`src/rtl/pd_freeze.sv`:
```
module pd_freeze #(
  parameter int N_IN     = 4,
  parameter int N_OUT    = 4,
  parameter int WAKE_CYC = 5,
  parameter bit PD_EN    = 1'b1
) (
  input  logic             clk,
  input  logic             rst_n,
  input  logic             sleep_pin,
  input  logic [N_IN-1:0]  pin_in,
  input  logic             clk_req,
  input  logic [N_OUT-1:0] core_out,
  input  logic [N_OUT-1:0] core_oe,
  output logic [N_IN-1:0]  in_to_core,
  output logic             core_clk_en,
  output logic [N_OUT-1:0] pad_out,
  output logic [N_OUT-1:0] pad_oe,
  output logic             pd_as_input,
  output logic             awake
);
  localparam int CW = $clog2(WAKE_CYC + 1);

  typedef enum logic [1:0] {RUN, DOWN, WAKE} st_t;
  st_t st;
  logic [CW-1:0]    cnt;
  logic [N_IN-1:0]  in_hold;
  logic [N_OUT-1:0] out_hold, oe_hold;

  wire frozen = (st != RUN);

  generate
    if (PD_EN) begin : g_on
      always_ff @(posedge clk or negedge rst_n) begin
        if (!rst_n) begin
          st  <= RUN;
          cnt <= '0;
        end else begin
          case (st)
            RUN:  if (sleep_pin) st <= DOWN;
            DOWN: if (!sleep_pin) begin st <= WAKE; cnt <= '0; end
            WAKE: begin
              if (sleep_pin) begin
                st  <= DOWN;
                cnt <= '0;
              end else if (cnt == CW'(WAKE_CYC - 1)) begin
                st <= RUN;
              end else begin
                cnt <= cnt + 1'b1;
              end
            end
            default: st <= RUN;
          endcase
        end
      end
      assign pd_as_input = 1'b0;
    end else begin : g_off
      assign st  = RUN;
      assign cnt = '0;
      assign pd_as_input = sleep_pin;
    end
  endgenerate

  always_ff @(posedge clk or negedge rst_n) begin
    if (!rst_n) begin
      in_hold  <= '0;
      out_hold <= '0;
      oe_hold  <= '0;
    end else if (!frozen) begin
      in_hold  <= pin_in;
      out_hold <= core_out;
      oe_hold  <= core_oe;
    end
  end

  assign in_to_core  = frozen ? in_hold  : pin_in;
  assign pad_out     = frozen ? out_hold : core_out;
  assign pad_oe      = frozen ? oe_hold  : core_oe;
  assign core_clk_en = clk_req & ~frozen;
  assign awake       = ~frozen;
endmodule

```
`config.mk`:
```
export PLATFORM = sky130hd
export DESIGN_NAME = pd_freeze
export DESIGN_NICKNAME = d
export VERILOG_FILES = /design/src/rtl/pd_freeze.sv
export SDC_FILE = /design/constraint.sdc
export NUM_CORES = 1
export LEC_CHECK = 0
export BUFFER_PORTS_ARGS = -buffer_cell sky130_fd_sc_hd__buf_4
export CORE_AREA = 2 2 55 57
export CTS_CLUSTER_SIZE = 40
export DETAILED_ROUTE_END_ITERATION = 6
export DIE_AREA = 0 0 57 59
export PLACE_DENSITY = 0.6
export SLEW_MARGIN = 30
export SYNTH_ARGS = -nofsm -noshare
export SYNTH_HDL_FRONTEND = slang
export SYNTH_SLANG_ARGS = --single-unit
```
`constraint.sdc`:
```
create_clock -name clk -period 1.5 [get_ports clk]
set_input_delay 0.075 -clock clk [delete_from_list [all_inputs] [get_ports clk]]
set_output_delay 0.075 -clock clk [all_outputs]
set_load 0.01 [all_outputs]
```
==> flow_summary.ini, run 1 <==
[placement]
dp_hpwl_um = 1070
port_buffers = 29
gp_congestion = 0.767

[yosys]
synth-edff-count = 0
yosysTopAreaCellShare_pct = 54.4
async_reset_ff_share_pct = 100
syn_nets = 75
yosysWarnings = 0
seq_area_frac_synth_pct = 54.4
synth-seq-cells = 17
ys.flop_type = dfrtp_1
yosys.area.top_type = dfrtp_1
yosys-top-cells-area = dfrtp_1, mux2_4, mux2_2
yosysUniqueCellTypes = 24
ys_top_cells_by_count = dfrtp_1, mux2_4, mux2_2, inv_1
syn_area_per_cell_sq_um = 13.7
syn_inst = 57
syn-cell-area_sq_um = 782
yosysMostFrequentCell = dfrtp_1

[layout]
n_fill_cell = 280
syn_to_final_growth_pct = 52.5
diodes = 0
area.sequential_sq_um = 427
multi_input_area_sq_um = 342
fin_util_pct = 44.0
fin_nets = 115
drive_gt1_share_pct = 56.3

[worst_setup_path]
r2r_cells = 5
startpoint_type = flop
crit_fanout = 9
cp.arrival_ns = 1.51
r2r_setup_slack_ns = 0.23
critPathCaptureType = primary output
crit_type = reg -> out
cp.required_ns = 1.42

[detailed_routing]
firstDrtPassIters = 4
dr_total_vias = 576
wl_per_cell_um = 11.8
drtIter0Drc = 3
drt-vias-per-instance = 4.54
ant_nets = 0
wl_um = 1500
drc_errors = 0

[pwr]
vdd_ir_drop_max_uv = 561
powerDensity_mw_per_mm2 = 1020
p_leak_nw = 0.587
power_w = 0.00121

[floorplanning]
initial_core_util_pct = 28.9
core.rowCount = 19
io_pins = 31
core_sq_mm = 0.00271
dieWidth_um = 57
die_y_um = 59
dieArea_sq_mm = 0.00336

[clock_tree]
clk_latency_ns = 0.28
numCtsBuffers = 3
cts_tree = built
path_clk_slew_ns = 0.09
cts_root_buf = clkbuf_4
clockBufferDepth = 2
cts_max_level = 1
cts_sinks = 17

[worst_hold_path]
hold_path_class = in -> reg
hold_path_depth = 2

[timing]
slew_violations = 0
rsz0062_at_grt = yes
skew_ns = 0.00228
setup_ws_ns = -0.0822
finalCritPeriodShare_pct = 105
tns_ns = -0.811
setup_viol = 12
finalHoldViolCount = 0
fmax_mhz = 632
min_period_ns = 1.58

[outcome]
status = complete, but fails checks
violations = setup timing

[grt]
grt_pass1_wl_um = 2440
grt_max_degree = 18
overflow = 0
gr-usage-all-layers_pct = 9.56
grt_pass1_vias = 567
antenna_found_initial = 0

[job]
maxCapViolCount = 0
[placed cells by master (no fill, tap or decap)]
cell type and instances:
buf_4 20, dfrtp_1 16, buf_6 14, mux2_4 12
inv_1 3, clkbuf_4 3, nand2_1 2, nor2_1 2
a31o_2 2, a21oi_1 2, ha_1 2, dlygate4sd3_1 2
nor2_4 1, and2_1 1, and2b_1 1, o21ai_1 1
nand2b_1 1, nor3b_1 1, a32o_1 1, nor4b_1 1
o21ai_0 1, a221oi_1 1, nor2b_1 1, a21boi_0 1
conb_1 1, clkbuf_1 1, buf_12 1, dfrtp_2 1
[path summary, 6_finish.rpt]
check / startpoint / end
setup reg to reg: cnt[0] / cnt[2]
min in group asynchronous: rst_n / oe_hold[0]
hold reg to reg: out_hold[3] / out_hold[3]
setup / recovery: st[0] / pad_out[2]
max in group asynchronous: rst_n / st[0]
hold / removal: core_oe[0] / oe_hold[0]
[layout make-up]
| class | count | share of cell area (%) |
|---|---|---|
| Inverter | 3 | 0.944 |
| Timing Repair Buffer | 37 | 29.2 |
| Multi-Input combinational cell | 35 | 28.6 |
| Sequential cell | 17 | 35.8 |
| Tap cell | 31 | 3.25 |
| Clock buffer | 4 | 2.20 |
[stage by stage]
step / hold slack [ns] / setup slack [ns] / cells / area [sq um]
detailed placement: -0.0489 / 0.150 / 117 / 1050
CTS: 0.0256 / -0.0853 / 126 / 1150
global route: 0.0258 / -0.135 / 127 / 1190
floorplan: -0.221 / 0.264 / 57 / 782
finish: 0.0364 / -0.0822 / 127 / 1190
global placement: -0.0501 / 0.160 / 117 / 1050
[power breakdown]
part	switching, W	internal, W	total [W]	leakage (nW)
sequential	0.0000292	0.000523	0.000552	0.205
clock	0.000133	0.000103	0.000237	0.0150
combinational	0.000157	0.000266	0.000423	0.367
total	0.000319	0.000891	0.00121	0.587
[cells by family after synthesis]
| family | Yosys count | synth area share (%) |
|---|---|---|
| other cells | 1 | 0.480 |
| buf+inv | 5 | 3.84 |
| compound gates | 9 | 8.16 |
| simple gates | 11 | 8.80 |
| fa+ha+maj | 2 | 3.20 |
| flops | 17 | 54.4 |
| mux | 12 | 21.1 |
[critical path: stages, from the launching register on]
cell and delay, ns:
dfrtp_2 0.45, nor2_4 0.18, buf_12 0.16, mux2_4 0.31, buf_6 0.12
[sequential cells by signal, summed over array words and instances (netlist names)]
| signal | cells |
|---|---|
| cnt | 3 |
| in_hold | 4 |
| oe_hold | 4 |
| out_hold | 4 |
| st | 2 |
[layer usage]
metal  share of wire (%)  routed length [um]  vias to the layer above  GRT usage (%)
li1                    -                   -                      275              -
met1                  45                 668                      272           11.3
met2                  46                 688                       27           15.4
met3                 8.8                 131                        2           2.62
met4                0.53                   8                        0           5.98
met5                   0                   0                        -              0
[timing repair]
action / in CTS / in global routing
hold buffers: 2 / 0
endpoints found under the setup margin: 12 / 13
pin swaps: 1 / 1
hold endpoints to repair: 18 / 0
resized for setup: 10 / 9
buffers inserted: 3 / 1
No activity file was read; power rests on OpenSTA's default activity.
==> run 2, diff against run 1 <==
- REMOVE_ABC_BUFFERS: unset -> 1
==> run 2 against run 1 <==
The run still ends with setup timing left. Fmax grew 3.4%. Sequential power is essentially flat. Hold slack lost 0.00088 ns. Combinational power shrank 5.9%. Highest routed layer unchanged. Final cell count shrank 1.6%. First-iteration DRC count grew 67%. Via count shrank 2.8%. Largest cell class unchanged. Setup slack gained 0.052 ns.
==> flow_summary.ini, run 2 (same netlist as run 1, synthesis figures left out) <==
[worst_setup_path]
crit_fanout = 2
r2r-start = st[0]
critPathCaptureType = primary output
slowest_delay_ns = 0.41
cp_top_family = flip-flops
worstPathCellList = nor2_4, buf_4, mux2_2, buf_4
slowest_stage = dfrtp_1
r2r_setup_slack_ns = 0.24
cpMostUsedCell = buf_4
crit_type = reg -> out
startpoint_type = flop
cp.arrival_ns = 1.46
worst-path-buf-inv = 2
cp.required_ns = 1.42
critPathLaunch = st[1]

[detailed_routing]
ant_nets = 0
drt-vias-per-instance = 4.48
firstDrtPassIters = 3
dr_total_vias = 560
wl_per_cell_um = 11.4
drc_errors = 0
drtIter0Drc = 5
wl_um = 1430

[pwr]
combPwrFrac_pct = 33.7
vdd_ir_drop_max_uv = 647
pwr-share-seq_pct = 46.7
switching_share_pct = 26.0
clockPowerShare_pct = 19.7
powerDensity_mw_per_mm2 = 1020
power.internal_w = 0.000873
p_leak_nw = 0.568
p_sw_w = 0.000307

[clock_tree]
clk_latency_ns = 0.28
cts_sinks = 17
clockBufferDepth = 2
path_clk_slew_ns = 0.09
cts_max_level = 1
cts_root_buf = clkbuf_4
numCtsBuffers = 3
cts_tree = built

[grt]
antenna_found_initial = 0
gr-usage-all-layers_pct = 9.67
grt_pass1_wl_um = 2510
overflow = 0
grt_max_degree = 18
grt_pass1_vias = 599

[placement]
dp_hpwl_um = 1040
pre_cts_ws_ns = 0.139
port_buffers = 29
dpl.cell_count = 117
gp_congestion = 0.767

[floorplanning]
core.rowCount = 19
core_sq_mm = 0.00271
die_y_um = 59
dieWidth_um = 57
io_pins = 31
initial_core_util_pct = 28.9
dieArea_sq_mm = 0.00336

[timing]
min_period_ns = 1.53
setup_viol = 11
slew_violations = 0
fmax_mhz = 653
finalCritPeriodShare_pct = 102
skew_ns = 0.00136
finalHoldViolCount = 0
setup_ws_ns = -0.0303
rsz0062_at_grt = yes

[layout]
layout.cells.non_filler = 125
diodes = 0
drive_gt1_share_pct = 55.3
mostFrequentLayoutCell = buf_4
fin_nets = 113
mostFrequentLayoutCells = buf_4, dfrtp_1, mux2_4, buf_6
n_fill_cell = 273
syn_to_final_growth_pct = 48.2
reg_top3 = in_hold: 4 flops, oe_hold: 4 flops, out_hold: 4 flops

[outcome]
status = complete, but fails checks
violations = setup timing

[job]
maxCapViolCount = 0

[worst_hold_path]
min_from = core_oe[2]
hold_path_class = in -> reg
run 2: cell types whose count changed in the layout (fill, tap and decap cells not counted):
cell | previous run | this run
mux2_4 | 12 | 11
mux2_2 | 0 | 1
buf_6 | 14 | 10
buf_4 | 20 | 22
run 2: final cells by class:
type / instances / area, sq um / area share [%]
inverters: 3 / 11.3 / 0.972
well taps: 31 / 38.8 / 3.35
clock buffers: 4 / 26.3 / 2.27
multi-input cells: 35 / 338 / 29.2
flip-flops and latches: 17 / 427 / 36.8
repair buffers: 35 / 318 / 27.4
run 2: repair_timing:
item / 4_1_cts / 5_1_grt
pin swaps: 1 / 0
endpoints found under the setup margin: 11 / 12
hold endpoints to repair: 18 / 0
hold buffers: 2 / 0
gates resized for setup: 13 / 1
setup buffers: 2 / 0
run 2: per-stage QoR:
| stage | setup TNS, ns | total power, W | hold WS [ns] | cell area, sq um | util (%) |
|---|---|---|---|---|---|
| 2_1_floorplan | 0 | 0.000732 | -0.221 | 763 | - |
| 3_3_place_gp | 0 | 0.000898 | -0.0471 | 1050 | 38.6 |
| 3_5_place_dp | 0 | 0.000903 | -0.0466 | 1050 | 38.6 |
| 4_1_cts | -0.454 | 0.00120 | 0.0248 | 1150 | 42.6 |
| 5_1_grt | -1.13 | 0.00126 | 0.0168 | 1160 | 42.8 |
| 6_report | -0.161 | 0.00118 | 0.0355 | 1160 | 42.8 |
run 2: metal layers:
layer / track usage [%] / vias to the layer above / part of all wire [%]
met4: 3.99 / 0 / 0.77
met1: 11.8 / 266 / 44
met5: 0 / - / 0
li1: - / 269 / -
met3: 2.62 / 2 / 6.4
met2: 16.3 / 23 / 49
run 2: power by group through the flow:
| stage | registers, W | logic (W) | clock network [W] |
|---|---|---|---|
| 6_report | 0.000551 | 0.000398 | 0.000232 |
| 5_1_grt | 0.000559 | 0.000431 | 0.000273 |
| 4_1_cts | 0.000552 | 0.000400 | 0.000248 |
| 3_5_place_dp | 0.000561 | 0.000342 | 0 |
| 3_3_place_gp | 0.000559 | 0.000339 | 0 |
| 2_1_floorplan | 0.000553 | 0.000179 | 0 |
run 2: path summary, 6_finish.rpt:
path                                  to  cells after the start
max in group asynchronous          st[0]                      2
hold reg to reg              out_hold[0]                      1
hold / removal                oe_hold[2]                      2
setup reg to reg                  cnt[1]                      4
setup / recovery           in_to_core[3]                      4
min in group asynchronous    out_hold[3]                      2
run 2: worst reg2reg max path, delay by kind of cell (launching register included):
kind / cells / cell delay (ns)
simple gates: 1 / 0.22
buf+inv: 1 / 0.16
flops: 1 / 0.44
compound gates: 2 / 0.34
==> run 3, diff against run 2 <==
--- a/constraint.sdc
+++ b/constraint.sdc
@@ -3,2 +3,2 @@
 set_output_delay 0.075 -clock clk [all_outputs]
-set_load 0.01 [all_outputs]
+set_load 0.02 [all_outputs]
==> run 3 against run 2 <==
The flow still finishes with violations (setup timing). Clock skew up 0.0044 ns. Fmax decreased by 2.0%. Global-route usage up 0.64 points. Clock power barely moved. Total power is 8.4% higher. Clock-buffer cell count down 1. Final cell count up 3.2%. Non-clock buffer count grew 4. Via count grew 3.9%. Register-to-register slack got worse by 0.11 ns. Highest routed layer is now met3.
==> flow_summary.ini, run 3 (same netlist as run 1, synthesis figures left out) <==
[detailed_routing]
wl_um = 1580
drc_errors = 0
highest_layer = met3
ant_nets = 0
wl_met1_um = 658
drtIter0Drc = 8
wl_per_cell_um = 12.2
drt-vias-per-instance = 4.51
wl_met2_um = 838
firstDrtPassIters = 3
dr_wl_met3_um = 79
dr_total_vias = 582

[floorplanning]
io_pins = 31
core_sq_mm = 0.00271
initial_core_util_pct = 28.9
dieArea_sq_mm = 0.00336
die_y_um = 59
dieWidth_um = 57
core.rowCount = 19

[timing]
setup_viol = 13
min_period_ns = 1.56
slew_violations = 0
fmax_mhz = 640
skew_ns = 0.00575
finalCritPeriodShare_pct = 104
rsz0062_at_grt = yes
setup_ws_ns = -0.0622
finalHoldViolCount = 0

[worst_setup_path]
crit_fanout = 7
critPathCaptureType = primary output
slowest_stage = dfrtp_1
r2r_cells = 5
slowest_delay_ns = 0.41
startpoint_type = flop
worstPathCellList = nor2_4, clkbuf_16, mux2_4, buf_6
crit_type = reg -> out
cp.required_ns = 1.42
cp.arrival_ns = 1.49

[layout]
diodes = 0
mostFrequentLayoutCells = buf_4, dfrtp_1, buf_6, mux2_4
fin_area_sq_mm = 0.00123
reg_top3 = in_hold: 4 flops, oe_hold: 4 flops, out_hold: 4 flops
fin_util_pct = 45.3
fin_nets = 117
drive_gt1_share_pct = 58.2
syn_to_final_growth_pct = 57.0
mostFrequentLayoutCell = buf_4

[clock_tree]
clockBufferDepth = 2
path_clk_slew_ns = 0.10
numCtsBuffers = 3
cts_tree = built
cts_max_level = 1
cts_root_buf = clkbuf_4
clk_latency_ns = 0.28
cts_sinks = 17

[pwr]
power.internal_w = 0.000907
powerDensity_mw_per_mm2 = 1040
vdd_ir_drop_max_uv = 651
combPwrFrac_pct = 38.8
switching_share_pct = 29.1
p_leak_nw = 0.609
power_w = 0.00128
clockPowerShare_pct = 18.3
pwr-share-seq_pct = 42.9
p_sw_w = 0.000372

[grt]
grt_pass1_wl_um = 2720
gr-usage-all-layers_pct = 10.3
grt_max_degree = 18
antenna_found_initial = 0
grt_pass1_vias = 628
overflow = 0

[placement]
place_area_sq_mm = 0.00105
port_buffers = 29
gp_congestion = 0.775

[outcome]
violations = setup timing
status = complete, but fails checks

[worst_hold_path]
hold_path_class = in -> reg
hold_path_depth = 2

[job]
maxCapViolCount = 0
run 3: cell type report:
cell class | count | area, sq um
repair buffers | 39 | 380
clock inverters | 1 | 5.00
well taps | 31 | 38.8
fillers | 267 | 1480
flip-flops and latches | 17 | 425
clock buffers | 3 | 22.5
multi-input cells | 35 | 344
inverters | 3 | 11.3
run 3: per-stage QoR:
| step | setup WS [ns] | hold slack [ns] | TNS [ns] | std cells |
|---|---|---|---|---|
| 2_1_floorplan | 0.0571 | -0.221 | 0 | 55 |
| 3_3_place_gp | 0.239 | -0.0489 | 0 | 118 |
| 3_5_place_dp | 0.207 | -0.0481 | 0 | 118 |
| 4_1_cts | -0.105 | 0.0191 | -1.15 | 127 |
| 5_1_grt | -0.131 | 0.00742 | -1.44 | 129 |
| 6_report | -0.0622 | 0.0328 | -0.572 | 129 |
run 3: critical path, delay by kind of cell, from the launching register on:
family	cells	cell delay (ns)
muxes	1	0.31
buffers and inverters	2	0.31
DFF	1	0.41
and+or+nand+nor	1	0.17
run 3: worst paths after layout:
check / from / to / slack (ns)
max: st[1] / pad_out[3] / -0.06
min: core_oe[3] / oe_hold[3] / 0.03
max reg2reg: st[0] / cnt[1] / 0.13
min reg2reg: in_hold[2] / in_hold[2] / 0.51
max in group asynchronous: rst_n / cnt[2] / 1.13
min in group asynchronous: rst_n / oe_hold[0] / 0.18
run 3: metal layers:
metal | GRT usage (%) | up-vias
met5 | 0 | -
met3 | 1.53 | 0
met2 | 18.1 | 21
met1 | 12.9 | 284
met4 | 3.99 | 0
li1 | - | 277
run 3: what timing repair did:
action,4_1_cts,5_1_grt
pin swaps,1,1
cloned,1,0
endpoints found under the setup margin,12,13
hold buffers,2,0
hold endpoints to repair,18,0
buffers inserted,2,2
resized for setup,17,4
run 3: power by group through the flow:
stage	Combinational, W	Sequential (W)	Clock (W)
floorplan	0.000229	0.000553	0
global placement	0.000393	0.000556	0
detailed placement	0.000398	0.000558	0
CTS	0.000492	0.000550	0.000252
global route	0.000526	0.000556	0.000277
finish	0.000496	0.000549	0.000234
